[config.mk]
export PLATFORM = sky130hd
export DESIGN_NAME = ucnt_chan
export DESIGN_NICKNAME = d
export VERILOG_FILES = /design/src/rtl/ucnt_pkg.sv /design/src/rtl/ucnt_bound.sv /design/src/rtl/ucnt_step.sv /design/src/rtl/ucnt_chan.sv
export SDC_FILE = /design/constraint.sdc
export NUM_CORES = 1
export LEC_CHECK = 0
export ABC_AREA = 1
export ABC_CLOCK_PERIOD_IN_PS = 7500
export BUFFER_PORTS_ARGS = -buffer_cell sky130_fd_sc_hd__buf_2
export CORE_ASPECT_RATIO = 1.75
export CORE_MARGIN = 4
export CORE_UTILIZATION = 61
export DETAILED_ROUTE_END_ITERATION = 10
export PLACE_DENSITY = 0.83
export SETUP_SLACK_MARGIN = 0.3
export SLEW_MARGIN = 20
export SYNTH_ARGS = -nofsm -noshare
export SYNTH_HDL_FRONTEND = slang
export SYNTH_SLANG_ARGS = --single-unit
[constraint.sdc]
create_clock -name clk -period 7.5 [get_ports clk]
set_input_delay 0.375 -clock clk [delete_from_list [all_inputs] [get_ports clk]]
set_output_delay 0.375 -clock clk [all_outputs]
set_load 0.03 [all_outputs]
[src/rtl/ucnt_pkg.sv]
package ucnt_pkg;

    typedef enum logic [1:0] {
        MODE_WRAP    = 2'b00,
        MODE_CLAMP   = 2'b01,
        MODE_ONESHOT = 2'b10,
        MODE_SPARE   = 2'b11
    } lim_mode_e;

    typedef enum logic [1:0] {
        ST_RUN     = 2'b00,
        ST_HOLD_HI = 2'b01,
        ST_HOLD_LO = 2'b10,
        ST_HALT    = 2'b11
    } ctr_state_e;

endpackage

[src/rtl/ucnt_bound.sv]
// Derives the active-width mask and the top value of the counting range.
module ucnt_bound #(
    parameter int CNT_W    = 32,
    parameter int NARROW_W = 16
) (
    input  logic             narrow,
    input  logic [CNT_W-1:0] limit,
    output logic [CNT_W-1:0] mask,
    output logic [CNT_W-1:0] top
);
    localparam logic [CNT_W-1:0] FULL_MASK   = {CNT_W{1'b1}};
    localparam logic [CNT_W-1:0] NARROW_MASK = FULL_MASK >> (CNT_W - NARROW_W);

    logic [CNT_W-1:0] lim_m;

    always_comb begin
        mask  = narrow ? NARROW_MASK : FULL_MASK;
        lim_m = limit & mask;
        top   = (lim_m == '0) ? mask : lim_m;
    end
endmodule

[src/rtl/ucnt_step.sv]
// Arithmetic and boundary detection for the present count.
module ucnt_step #(
    parameter int CNT_W = 32
) (
    input  logic [CNT_W-1:0] count,
    input  logic [CNT_W-1:0] mask,
    input  logic [CNT_W-1:0] top,
    output logic [CNT_W-1:0] inc,
    output logic [CNT_W-1:0] dec,
    output logic             at_top,
    output logic             at_zero,
    output logic             reach_top
);
    logic [CNT_W-1:0] cur;

    always_comb begin
        cur       = count & mask;
        inc       = (cur + 1'b1) & mask;
        dec       = (cur - 1'b1) & mask;
        at_top    = (cur >= top);
        at_zero   = (cur == '0);
        reach_top = !at_top && (inc == top);
    end
endmodule

[src/rtl/ucnt_chan.sv]
module ucnt_chan
    import ucnt_pkg::*;
#(
    parameter int CNT_W    = 32,
    parameter int NARROW_W = 16
) (
    input  logic             clk,
    input  logic             rst_n,
    input  logic             cnt_stb_i,
    input  logic             cnt_down_i,
    input  logic             clr_i,
    input  logic [1:0]       mode_i,
    input  logic             narrow_i,
    input  logic [CNT_W-1:0] limit_i,
    output logic [CNT_W-1:0] count_o,
    output logic             enabled_o,
    output logic             ovf_o,
    output logic             unf_o
);
    ctr_state_e       state_q, state_d;
    lim_mode_e        mode;
    logic [CNT_W-1:0] cnt_q, cnt_d;
    logic             ovf_q, ovf_d, unf_q, unf_d;
    logic [CNT_W-1:0] mask, top, inc, dec;
    logic             at_top, at_zero, reach_top;

    assign mode = lim_mode_e'(mode_i);

    ucnt_bound #(.CNT_W(CNT_W), .NARROW_W(NARROW_W)) u_bound (
        .narrow (narrow_i),
        .limit  (limit_i),
        .mask   (mask),
        .top    (top)
    );

    ucnt_step #(.CNT_W(CNT_W)) u_step (
        .count     (cnt_q),
        .mask      (mask),
        .top       (top),
        .inc       (inc),
        .dec       (dec),
        .at_top    (at_top),
        .at_zero   (at_zero),
        .reach_top (reach_top)
    );

    // Next-state and next-data logic
    always_comb begin
        state_d = state_q;
        cnt_d   = cnt_q & mask;
        ovf_d   = ovf_q;
        unf_d   = unf_q;
        if (clr_i) begin
            state_d = ST_RUN;
            cnt_d   = '0;
            ovf_d   = 1'b0;
            unf_d   = 1'b0;
        end else if (cnt_stb_i) begin
            unique case (state_q)
                ST_RUN: begin
                    if (!cnt_down_i) begin
                        if (at_top) begin
                            ovf_d = 1'b1;
                            if (mode == MODE_CLAMP) begin
                                state_d = ST_HOLD_HI;
                            end else if (mode == MODE_ONESHOT) begin
                                state_d = ST_HALT;
                            end else begin
                                cnt_d = '0;
                            end
                        end else begin
                            cnt_d = inc;
                            if (mode == MODE_ONESHOT && reach_top) begin
                                state_d = ST_HALT;
                            end
                        end
                    end else begin
                        if (at_zero) begin
                            unf_d = 1'b1;
                            if (mode == MODE_CLAMP) begin
                                state_d = ST_HOLD_LO;
                            end else if (mode == MODE_ONESHOT) begin
                                state_d = ST_HALT;
                            end else begin
                                cnt_d = top;
                            end
                        end else begin
                            cnt_d = dec;
                        end
                    end
                end
                ST_HOLD_HI: begin
                    if (cnt_down_i) begin
                        cnt_d   = dec;
                        state_d = ST_RUN;
                    end
                end
                ST_HOLD_LO: begin
                    if (!cnt_down_i) begin
                        cnt_d   = inc;
                        state_d = ST_RUN;
                    end
                end
                ST_HALT: begin
                    state_d = ST_HALT;
                end
            endcase
        end
    end

    // State register
    always_ff @(posedge clk) begin
        if (!rst_n) begin
            state_q <= ST_RUN;
            cnt_q   <= '0;
            ovf_q   <= 1'b0;
            unf_q   <= 1'b0;
        end else begin
            state_q <= state_d;
            cnt_q   <= cnt_d;
            ovf_q   <= ovf_d;
            unf_q   <= unf_d;
        end
    end

    // Outputs
    always_comb begin
        count_o   = cnt_q;
        enabled_o = (state_q != ST_HALT);
        ovf_o     = ovf_q;
        unf_o     = unf_q;
    end

    // clear restarts the channel
    a_r8_clear_restart: assert property (@(posedge clk) disable iff (!rst_n)
        clr_i |=> (count_o == '0) && !ovf_o && !unf_o && enabled_o);

    // a stopped channel keeps its count and stays stopped
    a_r6_halt_frozen: assert property (@(posedge clk) disable iff (!rst_n)
        (!enabled_o && !clr_i && $stable(narrow_i)) |=> $stable(count_o) && !enabled_o);

    // sticky flags
    a_r9_ovf_sticky: assert property (@(posedge clk) disable iff (!rst_n)
        (ovf_o && !clr_i) |=> ovf_o);
    a_r9_unf_sticky: assert property (@(posedge clk) disable iff (!rst_n)
        (unf_o && !clr_i) |=> unf_o);

    // narrow width keeps upper bits clear
    a_r11_narrow_upper: assert property (@(posedge clk) disable iff (!rst_n)
        narrow_i |=> (count_o[CNT_W-1:NARROW_W] == '0));

    // same-direction strobe while clamped at the top keeps the count
    a_r4_clamp_hold: assert property (@(posedge clk) disable iff (!rst_n)
        (state_q == ST_HOLD_HI && cnt_stb_i && !cnt_down_i && !clr_i && $stable(narrow_i))
        |=> $stable(count_o));

    // up wrap in wrap mode lands on zero with overflow
    a_r3_wrap_up: assert property (@(posedge clk) disable iff (!rst_n)
        (state_q == ST_RUN && mode_i == 2'b00 && cnt_stb_i && !cnt_down_i && at_top && !clr_i)
        |=> (count_o == '0) && ovf_o);
endmodule

==> impl_metrics.csv <==
group,metric,value,unit
placed_design,io_buffers,74,
finish,seqCellArea,721,um2
grt,grt_max_degree,40,
logic_synthesis,synth_nets,1260,
clock_tree,ctsHoldBuffers,0,
min_path,hold_start,"ovf_o",
clock_tree,clock-root-buffer,"clkbuf_16",
grt,overflow,0,
grt,grt_pass1_vias,8289,
routing,via_count,8797,
routing,first_pass_iters,11,
worst_setup_path,crit_path_max_incr_delay,750,ps
clock_tree,clk_pin_slew,70,ps
finish,multi_input_area,4770,um2
clock_tree,cts_resized,0,
sta,final.min_clock_period,6080,ps
clock_tree,htreeDepth,2,
clock_tree,clock-sinks,36,
placed_design,gp_congestion,1.15,
worst_setup_path,crit_buf_inv,5,
sta,rsz0062_at_grt,"false",
status,status,"complete, but fails checks",
pwr,leakagePower,3.48,nW
sta,max_freq,0.165,GHz
logic_synthesis,synthTopCellsByArea,"nand2_1 16%, dfxtp_1 11%, nor2_1 11%, inv_1 9.1%, a21oi_1 7.6%",
worst_setup_path,crit_slowest_cell,"nand3_2",
clock_tree,post_cts.repair.setup_buffers,0,
worst_setup_path,crit_start,"narrow_i",
worst_setup_path,cp_top_family,"simple AND/OR/NAND/NOR gates",
sta,clock_skew,4.95,ps
grt,antenna_found_initial,0,
sta,period_share,81.0,%
pwr,total_power,0.985,mW
placed_design,hpwlAfterDp,22.4,mm
status,violations,"DRC",
pwr,ir_worst_vdd,0.000124,V
routing,drt_iter0_markers,972,
floorplanning,num_io_pins,75,
sta,worstMarginPinSlew,1000,ps
grt,track_usage,48.5,%
routing,ant_nets,0,
logic_synthesis,synth_top_area_cell,"nand2_1",
logic_synthesis,avgSynthCellArea,5.38,um2
floorplanning,die_w,85.3,um
worst_setup_path,required,7700,ps
finish,syn_to_final_growth,8.25,%
routing,via_per_inst,6.51,
finish,final_net_count,1299,
clock_tree,cts_tree,"built",
placed_design,post-place-ws,1430,ps
worst_setup_path,cpMostUsedCell,"nor2_1",
finish,antenna_cells,0,
worst_setup_path,startpoint_type,"primary input",
worst_setup_path,crit_type,"primary input to flip-flop",
logic_synthesis,synth_top_area_share,16.0,%
finish,final_core_util,67.4,%
worst_setup_path,cp.arrival,6270,ps
routing,drt_wl_total,29.8,mm
logic_synthesis,yosysUniqueCellTypes,48,
worst_setup_path,endpoint_kind,"flip-flop",
sta,slew_violations,0,
sta,final_hold_viol_count,0,
clock_tree,numCtsBuffers,5,
worst_setup_path,r2r_start,"count_o[27]",
routing,wire_per_inst,22.0,um
routing,drc_errors,1,
worst_setup_path,path_cells,"buf_2, inv_2, o21ai_0, nand2_1, nor2_2, nand3_2, a21oi_1, inv_1, ha_1, nand2_1, inv_1, nor2_1, o21ai_0, a21oi_1, o21a_1, nand3b_1, nor2_1, inv_1, nor2_1, nand2_1, a21oi_1, nor2_1",
floorplanning,die_h,143,um
worst_setup_path,worstPathMaxFanout,39,
floorplanning,fp-row-count,49,
clock_tree,clk_latency,300,ps
logic_synthesis,synth_seq_area_share,11.3,%
floorplanning,coreArea,10200,um2
logic_synthesis,syn_inst,1185,
job,cap_violations,0,
floorplanning,initial_core_util,62.2,%
finish,drive_gt1_share,10.4,%
floorplanning,dieArea,12200,um2
pwr,power_density,143,nW/um2
finish,fillers,1043,
logic_synthesis,synth_warnings,0,
logic_synthesis,ys_ff_latch,36,
sta,setup_violations,0,
min_path,holdCritPathClass,"flip-flop to flip-flop",
sta,setup_ws,1420,ps
sta,fin_tns_setup,0,ps
logic_synthesis,syn-cell-area,6370,um2
clock_tree,clk_path_buf_depth,2,
grt,grt_pass1_wl,45.1,mm
sta,relSlewSlack,33.1,%
[synth_stat cells, drive strengths merged]
master / instances
xnor2: 8
o21a: 1
nand2: 279
o21bai: 1
a211oi: 8
nand3: 79
inv: 166
ha: 35
clkbuf: 27
a21oi: 101
nor4: 4
o2111ai: 5
o21ai: 99
o211ai: 10
buf: 22
nand4: 16
o221ai: 9
o22ai: 17
a31oi: 8
a22oi: 4
o31ai: 1
clkinv: 4
a221oi: 5
or2: 1
xor2: 24
o32ai: 2
nand3b: 4
nor3: 20
a2111oi: 1
and2: 1
nor2b: 1
dfxtp: 36
nor2: 186
[routing by layer]
layer / global-route usage [%] / vias to the layer above / routed length (um)
li1: - / 3994 / -
met1: 50.8 / 3847 / 9410
met2: 80.6 / 678 / 13700
met3: 9.87 / 278 / 3120
met4: 43.5 / 0 / 3570
met5: 0 / - / 0
[power breakdown]
group | internal [mW] | total, mW | switching [mW]
clock | 0.176 | 0.277 | 0.102
combinational | 0.142 | 0.481 | 0.340
sequential | 0.202 | 0.226 | 0.0244
[per-stage QoR]
step | cells | hold slack [ps] | cell area, um2
floorplan | 1185 | 497 | 6370
global placement | 1344 | 433 | 6710
detailed placement | 1344 | 437 | 6710
CTS | 1352 | 445 | 6900
global route | 1352 | 463 | 6900
finish | 1352 | 449 | 6900
[logic make-up (layout without fill, tap and decap cells)]
| group | count (synthesis) | count (layout) | synth area share [%] |
|---|---|---|---|
| compound gates | 272 | 272 | 24.7 |
| xor+xnor | 32 | 32 | 4.40 |
| fa+ha+maj | 35 | 35 | 6.87 |
| buf+inv | 219 | 259 | 13.8 |
| flops | 36 | 36 | 11.3 |
| simple gates | 591 | 591 | 38.9 |
[registers in the layout (all words and copies together), names as in the netlist]
name,cells
state_q,2
unf_o,1
ovf_o,1
count_o,32
[cells in the final DEF (no fill, tap or decap), drive strengths merged, types with 9 or more instances in the layout]
cell type and instances:
o22ai 17, nand3 79, inv 166, o221ai 9, dfxtp 36, nor2 186
buf 81, nand2 279, nand4 16, xor2 24, o21ai 99, o211ai 10
a21oi 101, ha 35, nor3 20
[worst reg2reg max path, stage by stage, from the launching register on]
cell      delay, ps
dfxtp_1         380
inv_1            80
nor2_1          520
ha_1            360
a21oi_1         160
o21ai_0         110
a21oi_1         180
o21a_1          150
nand3b_1        260
nor2_1          610
inv_1           300
nor2_1          740
nand2_1         250
a21oi_1         180
nor2_1           50
[path summary, 6_finish.rpt]
check | to | slack, ps | depth (start not counted)
max | state_q[0] | 1420 | 22
min | ovf_o | 450 | 2
max reg2reg | state_q[0] | 3070 | 14
min reg2reg | ovf_o | 450 | 2
[cell type report]
| class | count | area share (%) |
|---|---|---|
| Inverter | 170 | 9.25 |
| Timing Repair Buffer | 81 | 6.13 |
| Sequential cell | 36 | 10.4 |
| Clock buffer | 7 | 2.21 |
| Tap cell | 127 | 2.30 |
| Multi-Input combinational cell | 930 | 69.2 |
| Clock inverter | 1 | 0.435 |
Power figures use the tool's default switching activity.
